==> config.mk <==
export PLATFORM = sky130hd
export DESIGN_NAME = dd_skip_tracker
export DESIGN_NICKNAME = d
export VERILOG_FILES = /design/src/rtl/dd_skip_pkg.sv /design/src/rtl/dd_ptr_ctrl.sv /design/src/rtl/dd_presence_vec.sv /design/src/rtl/dd_issue_check.sv /design/src/rtl/dd_skip_tracker.sv
export SDC_FILE = /design/constraint.sdc
export NUM_CORES = 1
export LEC_CHECK = 0
export BUFFER_PORTS_ARGS = -buffer_cell sky130_fd_sc_hd__buf_4
export CELL_PAD_IN_SITES_DETAIL_PLACEMENT = 1
export CELL_PAD_IN_SITES_GLOBAL_PLACEMENT = 2
export CORE_AREA = 4 4 140 169
export CTS_BUF_LIST = sky130_fd_sc_hd__clkbuf_8 sky130_fd_sc_hd__clkbuf_16
export DETAILED_ROUTE_END_ITERATION = 10
export DIE_AREA = 0 0 144 173
export GPL_ROUTABILITY_DRIVEN = 0
export PLACE_DENSITY = 0.89
export SLEW_MARGIN = 20
export SYNTH_ARGS = -nofsm -noshare
export SYNTH_HDL_FRONTEND = slang
export SYNTH_SLANG_ARGS = --single-unit
==> constraint.sdc <==
create_clock -name clk_i -period 6.6 [get_ports clk_i]
set_clock_uncertainty 0.1 [all_clocks]
set_input_delay 0.66 -clock clk_i [delete_from_list [all_inputs] [get_ports clk_i]]
set_output_delay 0.66 -clock clk_i [all_outputs]
set_load 0.05 [all_outputs]
==> src/rtl/dd_skip_pkg.sv <==
package dd_skip_pkg;

   // Compiler-supplied bound on the distance to the last consumer.
   typedef enum logic [1:0] {
      DD_UNBOUNDED = 2'b00,
      DD_ONE       = 2'b01,
      DD_SHORT     = 2'b10,
      DD_MID       = 2'b11
   } dd_code_e;

   localparam int unsigned DD_REACH_W = 3;

   // Upper end of each coded range; zero means "no skip possible".
   function automatic logic [DD_REACH_W-1:0] dd_reach(input logic [1:0] code);
      logic [DD_REACH_W-1:0] r;
      case (dd_code_e'(code))
         DD_ONE:   r = 3'd1;
         DD_SHORT: r = 3'd3;
         DD_MID:   r = 3'd7;
         default:  r = 3'd0;
      endcase
      return r;
   endfunction

endpackage

==> src/rtl/dd_ptr_ctrl.sv <==
module dd_ptr_ctrl #(
   parameter int unsigned DEPTH = 128,
   localparam int unsigned PTR_W = $clog2(DEPTH)
) (
   input  logic             clk_i,
   input  logic             rst_i,
   input  logic             disp_i,
   input  logic             ret_i,
   output logic [PTR_W-1:0] head_o,
   output logic [PTR_W-1:0] tail_o,
   output logic [PTR_W:0]   count_o,
   output logic             disp_ok_o,
   output logic             ret_ok_o,
   output logic             full_o,
   output logic             empty_o
);

   localparam bit              IS_POW2 = (DEPTH == (1 << PTR_W));
   localparam logic [PTR_W-1:0] LAST   = PTR_W'(DEPTH - 1);
   localparam logic [PTR_W:0]   CAP    = (PTR_W+1)'(DEPTH);

   logic [PTR_W-1:0] head_q, tail_q, head_inc, tail_inc;
   logic [PTR_W:0]   count_q;

   generate
      if (IS_POW2) begin : g_pow2_wrap
         assign head_inc = head_q + 1'b1;
         assign tail_inc = tail_q + 1'b1;
      end else begin : g_mod_wrap
         assign head_inc = (head_q == LAST) ? '0 : head_q + 1'b1;
         assign tail_inc = (tail_q == LAST) ? '0 : tail_q + 1'b1;
      end
   endgenerate

   assign full_o    = (count_q == CAP);
   assign empty_o   = (count_q == '0);
   assign ret_ok_o  = ret_i & ~empty_o;
   assign disp_ok_o = disp_i & (~full_o | ret_ok_o);

   always_ff @(posedge clk_i) begin
      if (rst_i) begin
         head_q  <= '0;
         tail_q  <= '0;
         count_q <= '0;
      end else begin
         if (ret_ok_o)  head_q <= head_inc;
         if (disp_ok_o) tail_q <= tail_inc;
         case ({disp_ok_o, ret_ok_o})
            2'b10:   count_q <= count_q + 1'b1;
            2'b01:   count_q <= count_q - 1'b1;
            default: count_q <= count_q;
         endcase
      end
   end

   assign head_o  = head_q;
   assign tail_o  = tail_q;
   assign count_o = count_q;

endmodule

==> src/rtl/dd_presence_vec.sv <==
module dd_presence_vec #(
   parameter int unsigned DEPTH = 128,
   localparam int unsigned PTR_W = $clog2(DEPTH)
) (
   input  logic             clk_i,
   input  logic             rst_i,
   input  logic             set_en_i,
   input  logic [PTR_W-1:0] set_idx_i,
   input  logic             clr_en_i,
   input  logic [PTR_W-1:0] clr_idx_i,
   output logic [DEPTH-1:0] pv_o
);

   // One flop per slot; a set on the same slot as a clear wins, which is
   // the full-and-both case where the freed slot is reclaimed at once.
   for (genvar i = 0; i < DEPTH; i++) begin : g_bit
      logic hit_set, hit_clr, bit_q;
      assign hit_set = set_en_i & (set_idx_i == PTR_W'(i));
      assign hit_clr = clr_en_i & (clr_idx_i == PTR_W'(i));
      always_ff @(posedge clk_i) begin
         if (rst_i)        bit_q <= 1'b0;
         else if (hit_set) bit_q <= 1'b1;
         else if (hit_clr) bit_q <= 1'b0;
      end
      assign pv_o[i] = bit_q;
   end

endmodule

==> src/rtl/dd_issue_check.sv <==
module dd_issue_check
   import dd_skip_pkg::*;
#(
   parameter int unsigned DEPTH = 128,
   localparam int unsigned PTR_W = $clog2(DEPTH)
) (
   input  logic [DEPTH-1:0] pv_i,
   input  logic [PTR_W-1:0] head_i,
   input  logic [PTR_W:0]   count_i,
   input  logic             vld_i,
   input  logic [PTR_W-1:0] slot_i,
   input  logic [1:0]       code_i,
   output logic             skip_o
);

   localparam logic [PTR_W:0] DEPTH_W = (PTR_W+1)'(DEPTH);

   logic [PTR_W:0]   reach_w, off_w, tgt_sum;
   logic [PTR_W-1:0] tgt_idx;
   logic             in_range, own_bit, far_bit, younger;

   always_comb begin
      reach_w  = (PTR_W+1)'(dd_reach(code_i));
      in_range = ({1'b0, slot_i} < DEPTH_W);
      // age of the issuing slot relative to the head, modulo DEPTH
      if (slot_i >= head_i) off_w = {1'b0, slot_i} - {1'b0, head_i};
      else                  off_w = {1'b0, slot_i} + DEPTH_W - {1'b0, head_i};
      tgt_sum = {1'b0, slot_i} + reach_w;
      tgt_idx = (tgt_sum >= DEPTH_W) ? PTR_W'(tgt_sum - DEPTH_W) : PTR_W'(tgt_sum);
      own_bit = in_range & pv_i[slot_i];
      far_bit = in_range & pv_i[tgt_idx];
      // the target must lie inside the live region, i.e. be younger
      younger = (32'(off_w) + 32'(reach_w)) < 32'(count_i);
      skip_o  = vld_i & (reach_w != '0) & own_bit & far_bit & younger;
   end

endmodule

==> src/rtl/dd_skip_tracker.sv <==
module dd_skip_tracker #(
   parameter int unsigned DEPTH = 128,
   localparam int unsigned PTR_W = $clog2(DEPTH)
) (
   input  logic             clk_i,
   input  logic             rst_i,
   input  logic             disp_i,
   input  logic             ret_i,
   input  logic             iss_vld_i,
   input  logic [PTR_W-1:0] iss_slot_i,
   input  logic [1:0]       iss_code_i,
   output logic             skip_o,
   output logic             full_o,
   output logic             empty_o
);

   if (DEPTH < 8) begin : g_bad_depth
      $error("dd_skip_tracker: DEPTH must cover the largest reach of 7 plus one");
   end

   logic [PTR_W-1:0] head, tail;
   logic [PTR_W:0]   count;
   logic             disp_ok, ret_ok;
   logic [DEPTH-1:0] pv;

   dd_ptr_ctrl #(.DEPTH(DEPTH)) u_ptr (
      .clk_i     (clk_i),
      .rst_i     (rst_i),
      .disp_i    (disp_i),
      .ret_i     (ret_i),
      .head_o    (head),
      .tail_o    (tail),
      .count_o   (count),
      .disp_ok_o (disp_ok),
      .ret_ok_o  (ret_ok),
      .full_o    (full_o),
      .empty_o   (empty_o)
   );

   dd_presence_vec #(.DEPTH(DEPTH)) u_pv (
      .clk_i     (clk_i),
      .rst_i     (rst_i),
      .set_en_i  (disp_ok),
      .set_idx_i (tail),
      .clr_en_i  (ret_ok),
      .clr_idx_i (head),
      .pv_o      (pv)
   );

   dd_issue_check #(.DEPTH(DEPTH)) u_chk_iss (
      .pv_i    (pv),
      .head_i  (head),
      .count_i (count),
      .vld_i   (iss_vld_i),
      .slot_i  (iss_slot_i),
      .code_i  (iss_code_i),
      .skip_o  (skip_o)
   );

endmodule

==> metrics.md <==
| Metric | Value |
|---|---|
| Setup TNS | `0 ns` |
| TritonCTS buffer count | `17` |
| Yosys cell types | `57` |
| Post-DP Area | `~9400 um^2` |
| Reg area | `roughly 3000 um^2` |
| Layout area overhead | `8.668%` |
| Final #Nets | `1069` |
| Pleak | `3.450 nW` |
| Post-layout util | `0.4498` |
| Clk buf depth | `2` |
| Fmax | `between 150 and 200 MHz` |
| CTS root buf | `clkbuf_16` |
| Leading area contributor after synthesis | `dfxtp_1` |
| Final Hold Viols | `0` |
| Synth top area cells | `dfxtp_1 33%, mux4_2 15%, a21oi_1 7.7%` |
| Crit-path max cell delay | `roughly 0.46 ns` |
| IO Port Bufs | `16` |
| Initial antenna violation count | `0` |
| Die area | `24910 um^2` |
| IO Pins | `17` |
| Synth top area share | `0.3276` |
| CP arrival | `roughly 4.7 ns` |
| Avg Inst Size Synth | `8.772 um^2` |
| Post-synthesis sequential area ratio | `0.3276` |
| Number of remaining DRC errors | `0` |
| Vias in the first global route | `between 8000 and 9000` |
| Post-CTS Setup Bufs | `0` |
| Post-synth EDFFs | `0` |
| Grt ovf | `0` |
| Share of layout cells above drive strength 1 | `0.1282` |
| CP Capture Type | `output pin` |
| CTS clk-pin slew, worst paths | `about 0.06 ns` |
| Footprint of the multi-input gates | `5756 um^2` |
| DP HPWL | `approximately 22000 um` |
| Global-route wire length before repair | `roughly 49000 um` |
| Period utilisation layout | `0.8299` |
| CP max FO | `30` |
| WL final | `31870 um` |
| Die span in y | `173 um` |
| HP Class | `reg2reg` |
| Critical Path RT | `~5.8 ns` |
| Met1 GRT Util | `0.3256` |
| DR WL/cell | `around 24 um` |
| Post-synthesis instance total | `between 1000 and 1500` |
| Relative slew slack | `0.3146` |
| Most numerous cell in the Yosys netlist | `dfxtp_1` |
| Post-synth top cells | `150 x dfxtp_1, 146 x nand2_1, 141 x a21oi_1` |
| CTS sink cnt | `150` |
| Max-cap violations | `0` |
| Antenna Nets Post-Route | `0` |
| Row count | `60` |
| Mapped Nets | `roughly 1100` |
| Starting Density | `0.4139` |
| Seq cells post-synth | `150` |
| Netlist Area Pre-Place | `9166 um^2` |
| Post-cts resize count | `0` |
| Launching element type of the critical path | `input port` |
| Vias per cell | `6.406` |
| Initial drt markers | `between 900 and 1000` |
| CTS H-tree depth | `4` |
| Final Cell Area | `9961 um^2` |
| YS warnings | `0` |
| Grt peak-use layer | `met2` |
| Drt pass-1 iters | `5` |
| Routed vias | `8386` |
| Fillers | `about 2600` |
| Hold Buf Count CTS | `0` |
| Slew Limit Fails | `0` |
| RSZ-0062 raised after global routing | `false` |
| Critical path's slowest cell | `fa_1` |
| Fin crit period | `about 5.5 ns` |
| Maximum VDD drop | `~0.16 mV` |
| Tot GR Track Use | `0.2576` |
| ANT cells | `0` |
| Die W | `~140 um` |
| Status | `complete, no violations` |
| Asr flop ratio synth | `0` |
| Worst-Skew Late Latency | `0.44 ns` |
| CTS tree | `built` |
| Largest net degree at the start of global routing | `just under 90` |
| Worst Max-Slew Pin Slew | `around 1.0 ns` |
| CP Class | `in2out` |
| Met3 Usage GRT | `0.03320` |
| Met2 Use GR | `0.4391` |
| Pwr Density | `between 200 and 300 nW/um^2` |
| Core Region | `between 20000 and 25000 um^2` |
| Crit-path cells | `buf_4, inv_1, ha_1, inv_1, fa_1, fa_1, a21oi_1, nor2_1, nand2_1, nor2_1, xnor2_1, ha_1, a21o_1, nand2_1, and4b_1, o211ai_1, nor4_1, and4_1, buf_4` |
| Post-synth top flop | `dfxtp_1` |
| Final setup viols | `0` |
power breakdown:
group / leakage [nW] / switching, W / internal [W]
logic: 1.97 / 0.000472 / 0.000285
registers: 1.21 / 0.0000454 / 0.000936
clock network: 0.268 / 0.000424 / 0.000509
state kept, by name, indices dropped and copies added (netlist names):
| name | cells |
|---|---|
| u_ptr.count_o | 8 |
| u_ptr.head_o | 7 |
| u_ptr.tail_o | 7 |
| u_pv.g_bit.bit_q | 128 |
path summary, 6_finish.rpt:
check,from,endpoint,slack (ns),cells past startpoint
worst max-delay path,iss_slot_i[0],skip_o,1.12,19
worst min register to register,u_pv.g_bit[13].bit_q,u_pv.g_bit[13].bit_q,0.39,2
worst max register to register,u_ptr.count_o[3],u_ptr.count_o[7],2.40,12
worst min-delay path,u_pv.g_bit[13].bit_q,u_pv.g_bit[13].bit_q,0.39,2
routing by layer:
metal,vias to the layer above,wire [um],share of wire
met4,0,1166,0.037
li1,3753,-,-
met3,77,1641,0.051
met2,291,16010,0.50
met1,4265,13050,0.41
met5,-,0,0
cell usage in the layout (no fill, tap or decap), drive strengths merged, types with 2 or more instances in the layout:
cell	synthesis	layout
a211oi	6	6
a21o	8	8
a21oi	141	141
a22oi	5	5
a31oi	2	2
and2	10	10
and3	17	17
and3b	3	3
and4	2	2
buf	23	28
clkbuf	52	20
clkinv	0	3
clkinvlp	0	4
dfxtp	150	150
fa	4	4
ha	34	34
inv	26	31
mux2	3	3
mux2i	19	19
mux4	67	67
nand2	146	146
nand2b	5	5
nand3	44	44
nand4	5	5
nand4b	2	2
nor2	50	50
nor2b	7	7
nor3	9	9
nor3b	3	3
nor4	2	2
o211ai	3	3
o21a	3	3
o21ai	135	135
o21bai	3	3
o311ai	2	2
o31ai	3	3
or4	4	4
or4b	3	3
xnor2	20	20
xor2	13	13
cells by family after synthesis:
group,share of synthesized area
buffers and inverters,0.04586
xor gates and xnor gates,0.03153
DFF,0.3276
muxes,0.1915
AOI/OAI and AO/OA,0.1874
adders and majority gates,0.05515
and+or+nand+nor,0.1609
worst max-delay path, delay by kind of cell:
kind / cells / cell delay (ns)
fa+ha+maj: 4 / 1.44
buf+inv: 4 / 0.90
compound gates: 3 / 0.44
simple gates: 7 / 1.00
xor+xnor: 1 / 0.24
layout make-up:
class / instances / share of cell area
multi-input combinational: 794 / 0.5778
sequential: 150 / 0.3015
clock buffer: 20 / 0.04685
tap: 279 / 0.03505
timing repair buffer: 28 / 0.02110
inverter: 26 / 0.009798
clock inverter: 12 / 0.007914
stage by stage:
stage / instances / total power (W) / hold WS (ns) / worst slack, ns
floorplan: 1045 / 0.001547 / 0.3549 / 1.319
global placement: 1277 / 0.001739 / 0.3693 / 1.274
detailed placement: 1277 / 0.001759 / 0.3785 / 1.101
CTS: 1309 / 0.002686 / 0.3866 / 1.094
global route: 1309 / 0.002798 / 0.4152 / 0.8712
finish: 1309 / 0.002672 / 0.3924 / 1.123
(Power assumes the default switching activity.)
